--- config.mk ---
export PLATFORM = sky130hd
export DESIGN_NAME = wdog_keyed
export DESIGN_NICKNAME = d
export VERILOG_FILES = /design/src/rtl/wdk_pkg.sv /design/src/rtl/wdk_keyseq.sv /design/src/rtl/wdk_counter.sv /design/src/rtl/wdog_keyed.sv
export SDC_FILE = /design/constraint.sdc
export NUM_CORES = 1
export LEC_CHECK = 0
export BUFFER_PORTS_ARGS = -buffer_cell sky130_fd_sc_hd__buf_4
export CAP_MARGIN = 25
export CORE_ASPECT_RATIO = 0.6
export CORE_MARGIN = 2
export CORE_UTILIZATION = 59
export CTS_CLUSTER_SIZE = 16
export DETAILED_ROUTE_END_ITERATION = 12
export PLACE_DENSITY = 0.83
export SLEW_MARGIN = 20
export SYNTH_ARGS = -nofsm -noshare
export SYNTH_HDL_FRONTEND = slang
export SYNTH_HIERARCHICAL = 1
export SYNTH_SLANG_ARGS = --single-unit
--- constraint.sdc ---
create_clock -name clk -period 3.9 [get_ports clk]
set_input_delay 0.585 -clock clk [delete_from_list [all_inputs] [get_ports clk]]
set_output_delay 0.585 -clock clk [all_outputs]
set_load 0.02 [all_outputs]
--- src/rtl/wdk_pkg.sv ---
package wdk_pkg;
    localparam int KEY_W = 8;
    localparam logic [KEY_W-1:0] KEY_ARM = 8'h55;
    localparam logic [KEY_W-1:0] KEY_FIRE = 8'hAA;
    localparam int EN_BIT = 0;
    localparam int SRC_BIT = 1;
    localparam int PSEL_LSB = 8;

    typedef enum logic {
        KS_IDLE,
        KS_ARMED
    } key_st_e;
endpackage

--- src/rtl/wdk_keyseq.sv ---
module wdk_keyseq
    import wdk_pkg::*;
#(
    parameter int PL_W = 24
) (
    input  logic             clk,
    input  logic             rst_n,
    input  logic             flush_i,
    input  logic             wr_en_i,
    input  logic [KEY_W-1:0] key_i,
    input  logic [PL_W-1:0]  pl_i,
    output logic             commit_o
);
    typedef struct packed {
        key_st_e          st;
        logic [PL_W-1:0]  held;
    } ks_t;

    ks_t s_d, s_q;

    always_comb begin
        s_d      = s_q;
        commit_o = 1'b0;
        if (wr_en_i) begin
            if (key_i == KEY_ARM) begin
                s_d.st   = KS_ARMED;
                s_d.held = pl_i;
            end else if (key_i == KEY_FIRE && s_q.st == KS_ARMED && pl_i == s_q.held) begin
                commit_o = 1'b1;
                s_d.st   = KS_IDLE;
            end else begin
                s_d.st   = KS_IDLE;
            end
        end
        if (flush_i) begin
            s_d.st = KS_IDLE;
        end
    end

    always_ff @(posedge clk) begin
        if (!rst_n) begin
            s_q <= '{st: KS_IDLE, held: '0};
        end else begin
            s_q <= s_d;
        end
    end
endmodule

--- src/rtl/wdk_counter.sv ---
module wdk_counter #(
    parameter int PSEL_W = 5
) (
    input  logic                     clk,
    input  logic                     rst_n,
    input  logic                     run_i,
    input  logic                     tick_i,
    input  logic                     clear_i,
    input  logic [PSEL_W-1:0]        psel_i,
    output logic [(1<<PSEL_W)-1:0]   cnt_o,
    output logic                     hit_irq_o,
    output logic                     hit_req_o
);
    localparam int CNT_W = 1 << PSEL_W;
    localparam int EXT_W = CNT_W + 1;

    logic [CNT_W-1:0] cnt_d, cnt_q;
    logic [EXT_W-1:0] lim, half, nxt;
    logic             inc;

    always_comb begin
        lim       = EXT_W'(1) << psel_i;
        half      = lim >> 1;
        nxt       = {1'b0, cnt_q} + EXT_W'(1);
        inc       = run_i && tick_i && !clear_i;
        cnt_d     = cnt_q;
        hit_irq_o = 1'b0;
        hit_req_o = 1'b0;
        if (clear_i) begin
            cnt_d = '0;
        end else if (inc) begin
            if (nxt == lim) begin
                cnt_d     = '0;
                hit_req_o = 1'b1;
            end else begin
                cnt_d = nxt[CNT_W-1:0];
            end
            if (psel_i != '0 && nxt == half) begin
                hit_irq_o = 1'b1;
            end
        end
    end

    always_ff @(posedge clk) begin
        if (!rst_n) begin
            cnt_q <= '0;
        end else begin
            cnt_q <= cnt_d;
        end
    end

    assign cnt_o = cnt_q;
endmodule

--- src/rtl/wdog_keyed.sv ---
module wdog_keyed
    import wdk_pkg::*;
#(
    parameter int PSEL_W   = 5,
    parameter int DEF_PSEL = 4,
    parameter int DATA_W   = 32
) (
    input  logic                    clk,
    input  logic                    rst_n,
    input  logic                    fuse_auto_i,
    input  logic                    wr_en_i,
    input  logic [DATA_W-1:0]       wr_data_i,
    input  logic                    clr_i,
    input  logic                    tick_rc_i,
    input  logic                    tick_lf_i,
    input  logic                    dbg_halt_i,
    input  logic                    dbg_freeze_en_i,
    output logic                    cfg_en_o,
    output logic                    cfg_src_o,
    output logic [PSEL_W-1:0]       cfg_psel_o,
    output logic [(1<<PSEL_W)-1:0]  cnt_o,
    output logic                    irq_o,
    output logic                    rst_req_o,
    output logic                    wd_cause_o
);
    localparam int PL_W = DATA_W - KEY_W;

    typedef struct packed {
        logic              en;
        logic              src;
        logic [PSEL_W-1:0] psel;
    } ctl_t;

    typedef struct packed {
        ctl_t ctl;
        logic cause;
        logic irq;
        logic req;
    } top_t;

    top_t r_d, r_q;

    logic [PL_W-1:0] pl;
    logic            commit, cfg_chg, hit_irq, hit_req, run, tick_sel;

    assign pl = wr_data_i[PL_W-1:0];

    wdk_keyseq #(.PL_W(PL_W)) u_keyseq (
        .clk      (clk),
        .rst_n    (rst_n),
        .flush_i  (hit_req),
        .wr_en_i  (wr_en_i),
        .key_i    (wr_data_i[DATA_W-1 -: KEY_W]),
        .pl_i     (pl),
        .commit_o (commit)
    );

    always_comb begin
        cfg_chg  = commit && (pl[EN_BIT] != r_q.ctl.en || pl[SRC_BIT] != r_q.ctl.src);
        run      = r_q.ctl.en && !(dbg_halt_i && dbg_freeze_en_i);
        tick_sel = r_q.ctl.src ? tick_lf_i : tick_rc_i;
    end

    wdk_counter #(.PSEL_W(PSEL_W)) u_counter (
        .clk       (clk),
        .rst_n     (rst_n),
        .run_i     (run),
        .tick_i    (tick_sel),
        .clear_i   (clr_i || cfg_chg),
        .psel_i    (r_q.ctl.psel),
        .cnt_o     (cnt_o),
        .hit_irq_o (hit_irq),
        .hit_req_o (hit_req)
    );

    always_comb begin
        r_d     = r_q;
        r_d.irq = hit_irq;
        r_d.req = hit_req;
        if (hit_req) begin
            r_d.ctl.en   = fuse_auto_i;
            r_d.ctl.psel = PSEL_W'(DEF_PSEL);
            r_d.cause    = 1'b1;
        end else if (commit) begin
            r_d.ctl.en   = pl[EN_BIT];
            r_d.ctl.src  = pl[SRC_BIT];
            r_d.ctl.psel = pl[PSEL_LSB +: PSEL_W];
        end
    end

    always_ff @(posedge clk) begin
        if (!rst_n) begin
            r_q.ctl.en   <= fuse_auto_i;
            r_q.ctl.src  <= 1'b0;
            r_q.ctl.psel <= PSEL_W'(DEF_PSEL);
            r_q.cause    <= 1'b0;
            r_q.irq      <= 1'b0;
            r_q.req      <= 1'b0;
        end else begin
            r_q <= r_d;
        end
    end

    assign cfg_en_o   = r_q.ctl.en;
    assign cfg_src_o  = r_q.ctl.src;
    assign cfg_psel_o = r_q.ctl.psel;
    assign irq_o      = r_q.irq;
    assign rst_req_o  = r_q.req;
    assign wd_cause_o = r_q.cause;
endmodule

==> results.cfg, run 1 <==
[clock_network]
path_clk_slew_ns = 0.06
clock-root-buffer = clkbuf_16
cts_tree = built
cts_htree_levels = 3
cts_buffers = 9
ctsResizeCount = 0
cts_setup_buffers = 0
ctsHoldBuffers = 0
cts.path.max_buffers = 2
clock_latency_ns = 0.34
clock_sinks = 67

[setup_path]
crit_arrival_ns = 3.88
crit_chain = and4_1 -> nand3_1 -> buf_4 -> nor2_1 -> xnor2_1 -> nor4b_1 -> nand4_1 -> nor4_1 -> nand3_1 -> a2111oi_2 -> and2_1
crit_slowest_cell = nor4b_1
path_buf_inv = 1
cp_top_family = simple AND/OR/NAND/NOR gates
critPathMaxFanout = 12
worstSetupPathType = reg -> reg
cpMostUsedCell = nand3_1
worst_setup_path_start_kind = flop
critPathCaptureType = flop
worst-endpoint-required_ns = 4.18
critPathMaxStageDelay_ns = 0.66

[synthesis]
syn_area_mm2 = 0.00558
synth_fp_nets = 740
yosys_warnings = 6
yosysSeqAreaShare_pct = 24.2
avgSynthCellArea_um2 = 7.99
synthArstFlopShare_pct = 0
synth-seq-cells = 67
synthCells = 698
synth_top_flop_cell = dfxtp_1
synth-edff-count = 1
synth_cell_types = 76

[detailed_routing]
dr.pass1.iters = 6
wl_per_cell_um = 21.9
via_count = 5837
wl_met2_um = 7880
drt.antenna.violating_nets = 0
drt_iter0_drc = 910
wl_met3_um = 3130
wl_met1_um = 8700
viasPerCell = 6.38
drc_errors = 0
totalWireLength_um = 20100
top_layer = met4

[global_route]
grt_overflow_total = 0
grt_max_degree = 32
grt_pass1_vias = 5342
grt_first_pass_wirelength_um = 30700
track_usage_pct = 39.8
antenna_found_initial = 0

[placed_design]
dp_slack_ns = 0.331
gp_congestion = 1.04
dp.final_hpwl_um = 15600
numPortBuffers = 82

[finish]
drive_gt1_share_pct = 21.1
final_common_cell = buf_4
diodes = 0
fillers = 713
layout.nets = 822
areaGrowthSynthToFinish_pct = 20.2
final_util_pct = 73.0
mostFrequentLayoutCells = buf_4 (124), nor2_1 (80), dfxtp_1 (66), nand2_1 (61), xor2_1 (56)

[floorplanning]
rows = 27
start_util_pct = 60.7
die_h_um = 79.3
core_area_mm2 = 0.00919
dieArea_mm2 = 0.0103
ios = 83
die_w_um = 130

[sta]
drv_slew = 0
setup_viol = 0
fin_crit_sh_pct = 92.4
hold_violations = 0
worstMarginPinSlew_ns = 0.866
relSlewSlack_pct = 41.9
fin_crit_ns = 3.60
clock_skew_ns = 0.00720
layout_setup_ws_ns = 0.297
rsz0062_at_grt = no
fmax_ghz = 0.278
fin_setup_tns_ns = 0
holdWs_ns = 0.494

[pwr]
p_per_area_mw_per_mm2 = 249
peakVddDrop_uv = 247
p_leak_nw = 2.53

[job]
drv_cap = 0

[status]
status = finished, final reports clean

[hold_path]
min-delay-path-class = reg -> reg
==> registers in the layout, indices dropped and copies added, names as in the netlist <==
signal,flops
cfg_en_o,1
cfg_psel_o,5
u_counter/cnt_o,32
cfg_src_o,1
u_keyseq/s_q,25
rst_req_o,1
wd_cause_o,1
irq_o,1
==> final timing paths <==
kind | start | endpoint | slack, ns | cells past startpoint
min | wd_cause_o$_SDFFE_PN0P_ | wd_cause_o$_SDFFE_PN0P_ | 0.49 | 1
min reg2reg | wd_cause_o$_SDFFE_PN0P_ | wd_cause_o$_SDFFE_PN0P_ | 0.49 | 1
max reg2reg | u_counter/cnt_o[7]$_SDFFE_PP0P_ | irq_o$_SDFF_PN0_ | 0.30 | 11
max | u_counter/cnt_o[7]$_SDFFE_PP0P_ | irq_o$_SDFF_PN0_ | 0.30 | 11
==> layout make-up <==
type,instances,area [um^2],share of cell area [%]
Tap cell,130,163,2.43
Sequential cell,67,1350,20.1
Multi-Input combinational cell,569,3890,58.0
Inverter,8,30.0,0.448
Clock inverter,6,90.1,1.34
Timing Repair Buffer,125,951,14.2
Clock buffer,10,229,3.41
==> metrics by stage <==
step | instance area (um^2) | std cells | total power, mW
after floorplan | 5580 | 698 | 0.740
after global placement | 6390 | 899 | 0.789
after detailed placement | 6390 | 899 | 0.793
after CTS | 6710 | 915 | 1.67
after global routing | 6710 | 915 | 1.70
final | 6710 | 915 | 1.67
==> cell families (layout without fill, tap and decap cells) <==
family / after synthesis / in the layout / synth area share (%)
AOI/OAI and AO/OA: 77 / 77 / 9.89
xor gates and xnor gates: 113 / 113 / 19.2
adders and majority gates: 1 / 1 / 0.224
buffers and inverters: 62 / 149 / 6.28
DFF: 67 / 67 / 24.2
muxes: 40 / 40 / 7.27
and+or+nand+nor: 338 / 338 / 32.9
==> power by group <==
part / leakage (nW) / internal, mW / switching, mW
clock: 0.153 / 0.561 / 0.329
combinational: 1.83 / 0.0477 / 0.0439
sequential: 0.542 / 0.687 / 0.00172
==> Yosys cell counts (all sizes together), types with 3 or more instances <==
library cell | n | share of area (%)
a2111oi | 3 | 0.70
a211oi | 4 | 0.54
a21oi | 18 | 1.7
a22oi | 3 | 0.40
a31oi | 4 | 0.45
and2 | 7 | 0.81
and3 | 11 | 1.2
and4 | 6 | 0.94
buf | 36 | 4.5
clkbuf | 18 | 1.2
dfxtp | 66 | 24
inv | 8 | 0.54
mux2 | 4 | 0.81
mux2i | 36 | 6.5
nand2 | 61 | 4.1
nand2b | 7 | 0.78
nand3 | 25 | 2.6
nand3b | 5 | 0.67
nand4 | 22 | 2.7
nor2 | 80 | 5.4
nor2b | 29 | 3.3
nor3 | 28 | 2.7
nor3b | 3 | 0.40
nor4 | 25 | 3.0
nor4b | 3 | 0.58
o211ai | 4 | 0.54
o21ai | 11 | 0.99
o22ai | 3 | 0.34
o31ai | 4 | 0.54
or2 | 5 | 0.56
or3 | 6 | 0.67
or3b | 3 | 0.52
or4 | 7 | 1.0
xnor2 | 51 | 8.0
xnor3 | 5 | 2.0
xor2 | 56 | 8.8
==> layer usage <==
layer / global-route usage, % / up-vias
li1: - / 2618
met1: 58.9 / 2752
met2: 53.8 / 426
met3: 15.8 / 41
met4: 7.63 / 0
met5: 0 / -
Note: power is estimated with default switching activity, not from simulation.
==> run 2, diff against run 1 <==
--- a/config.mk
+++ b/config.mk
@@ -5,6 +5,7 @@
 export SDC_FILE = /design/constraint.sdc
 export NUM_CORES = 1
 export LEC_CHECK = 0
+export ABC_AREA = 1
 export BUFFER_PORTS_ARGS = -buffer_cell sky130_fd_sc_hd__buf_4
 export CAP_MARGIN = 25
 export CORE_ASPECT_RATIO = 0.6
@@ -12,6 +13,7 @@
 export CORE_UTILIZATION = 59
 export CTS_CLUSTER_SIZE = 16
 export DETAILED_ROUTE_END_ITERATION = 12
+export MAX_ROUTING_LAYER = met4
 export PLACE_DENSITY = 0.83
 export SLEW_MARGIN = 20
 export SYNTH_ARGS = -nofsm -noshare
==> run 2 against run 1 <==
  * Hold slack worse by 0.036 ns
  * Clock skew is essentially flat
  * Sequential share of layout area increased by 0.35 points
  * Highest routed layer unchanged
  * Synthesized cell count is 50% higher
  * Register-to-register slack better by 0.43 ns
  * Utilization shrank 1.5 points
  * Via count grew 13%
  * First-iteration DRC count is 0.77% lower
  * Critical path depth up 5
==> results.cfg, run 2 <==
[synthesis]
synth_top_flop_cell = dfxtp_1
synth-seq-cells = 67
synth_top_area_share_pct = 27.2
synth-edff-count = 1
synthCells = 1046
synthTopCellsByCount = nand2_1 (407), nor2_1 (176), inv_1 (143), nand3_1 (77), dfxtp_1 (66)
synthTopCellsByArea = nand2_1 (27%), dfxtp_1 (24%), nor2_1 (12%), inv_1 (9.6%), nand3_1 (6.9%)
synth.largest_area_cell = nand2_1
synth_fp_nets = 1088
synth_cell_types = 36
yosysMostFrequentCell = nand2_1
synthArstFlopShare_pct = 0
avgSynthCellArea_um2 = 5.37
yosysSeqAreaShare_pct = 24.1
syn_area_mm2 = 0.00562
yosys_warnings = 6

[global_route]
grt_overflow_total = 0
grt_first_pass_wirelength_um = 27700
grt_pass1_vias = 5460
grt_max_degree = 56
antenna_found_initial = 0
track_usage_pct = 35.6

[sta]
drv_slew = 0
clock_skew_ns = 0.00748
rsz0062_at_grt = no
worstMarginPinSlew_ns = 0.833
fin_crit_sh_pct = 81.3
fin_crit_ns = 3.17
hold_violations = 0
setup_viol = 0
fin_setup_tns_ns = 0
holdWs_ns = 0.458
fmax_ghz = 0.316
relSlewSlack_pct = 44.2

[clock_network]
clock_sinks = 67
path_clk_slew_ns = 0.06
cts_tree = built
ctsHoldBuffers = 0
clock-root-buffer = clkbuf_16
cts_setup_buffers = 0
cts_buffers = 9
ctsResizeCount = 0
cts.path.max_buffers = 2
clock_latency_ns = 0.34
cts_htree_levels = 3

[floorplanning]
die_w_um = 130
die_h_um = 79.6
start_util_pct = 60.9
ios = 83
rows = 27
dieArea_mm2 = 0.0103
core_area_mm2 = 0.00922

[setup_path]
crit_arrival_ns = 3.34
critPathCaptureType = flop
worstSetupPathType = reg -> reg
critPathMaxFanout = 15
worst_setup_path_start_kind = flop
worst-endpoint-required_ns = 4.07

[finish]
diodes = 0
largest_register_ffs = 32
areaGrowthSynthToFinish_pct = 17.4
final_common_cell = nand2_1
drive_gt1_share_pct = 13.1
mostFrequentLayoutCells = nand2_1 (407), nor2_1 (176), inv_1 (143), buf_4 (86), nand3_1 (76)
layout.nets = 1161

[detailed_routing]
drt_iter0_drc = 903
viasPerCell = 5.27
via_count = 6612
wl_per_cell_um = 13.9
drc_errors = 0
drt.antenna.violating_nets = 0
totalWireLength_um = 17500
dr.pass1.iters = 8

[pwr]
p_int_mw = 1.24
p_switching_mw = 0.422
combPwrFrac_pct = 9.3
peakVddDrop_uv = 206
p_per_area_mw_per_mm2 = 253
p_seq_share_pct = 42.0
p_leak_nw = 3.37
swShare_pct = 25.3
finalPower_mw = 1.67
clkPwrFrac_pct = 48.8

[placed_design]
numPortBuffers = 82
dp.final_hpwl_um = 13400
gp_congestion = 1.07

[status]
status = finished, final reports clean

[job]
drv_cap = 0

[hold_path]
min-delay-path-class = reg -> reg
-- run 2: metrics by stage --
step	cells	setup WS (ns)	instance area (um^2)	utilization, %
after floorplan	1046	1.06	5620	-
after global placement	1238	0.948	6290	68.3
after detailed placement	1238	0.969	6290	68.3
after CTS	1254	0.927	6590	71.5
after global routing	1254	0.454	6590	71.5
final	1254	0.731	6590	71.5
-- run 2: final cells by class --
class                      instances  area, um^2
timing repair buffer              86         646
tap                              130         163
sequential                        67        1350
clock buffer                      12         268
fill                             872        2630
multi-input combinational        808        3580
inverter                         147         552
clock inverter                     4        30.0
-- run 2: power groups by stage --
stage                     clock network [mW]  logic (mW)  registers, mW
after CTS                              0.821       0.151          0.699
after global routing                   0.852       0.171          0.700
final                                  0.813       0.154          0.699
after detailed placement                   0       0.151          0.714
after floorplan                            0      0.0802          0.718
after global placement                     0       0.149          0.714
-- run 2: routing by layer --
metal | wire (um) | global-route usage (%) | vias up
li1 | - | - | 3340
met1 | 8710 | 54.1 | 2886
met2 | 6370 | 46.2 | 370
met3 | 2240 | 9.72 | 16
met4 | 133 | 6.45 | 0
met5 | 0 | - | -
-- run 2: cells by family (layout without fill, tap and decap cells) --
group / count (synthesis) / count (layout) / synth area share, %
fa+ha+maj: 1 / 1 / 0.223
flops: 67 / 67 / 24.1
buf+inv: 171 / 249 / 12.2
simple gates: 719 / 719 / 53.5
xor+xnor: 19 / 19 / 2.96
compound gates: 69 / 69 / 7.02
-- run 2: critical path, cell delays in order, from the launching register on --
cell     delay (ns)
dfxtp_1        0.67
inv_1          0.34
nor2_1         0.32
nand2_1        0.11
nor2_1         0.21
inv_1          0.12
nand2_1        0.09
nand2_1        0.05
nor2_1         0.08
nand3_1        0.14
nor2_1         0.20
nand4_2        0.15
inv_1          0.19
nor2_4         0.07
inv_2          0.13
nand2_2        0.06
o31ai_2        0.05
-- run 2: worst paths after layout --
check,startpoint,end,slack [ns],cells past startpoint
worst max-delay path,cfg_psel_o[2]$_SDFFE_PP1P_,cfg_en_o$_DFFE_PP_,0.73,16
worst min-delay path,wd_cause_o$_SDFFE_PN0P_,wd_cause_o$_SDFFE_PN0P_,0.46,2
worst max register to register,cfg_psel_o[2]$_SDFFE_PP1P_,cfg_en_o$_DFFE_PP_,0.73,16
worst min register to register,wd_cause_o$_SDFFE_PN0P_,wd_cause_o$_SDFFE_PN0P_,0.46,2
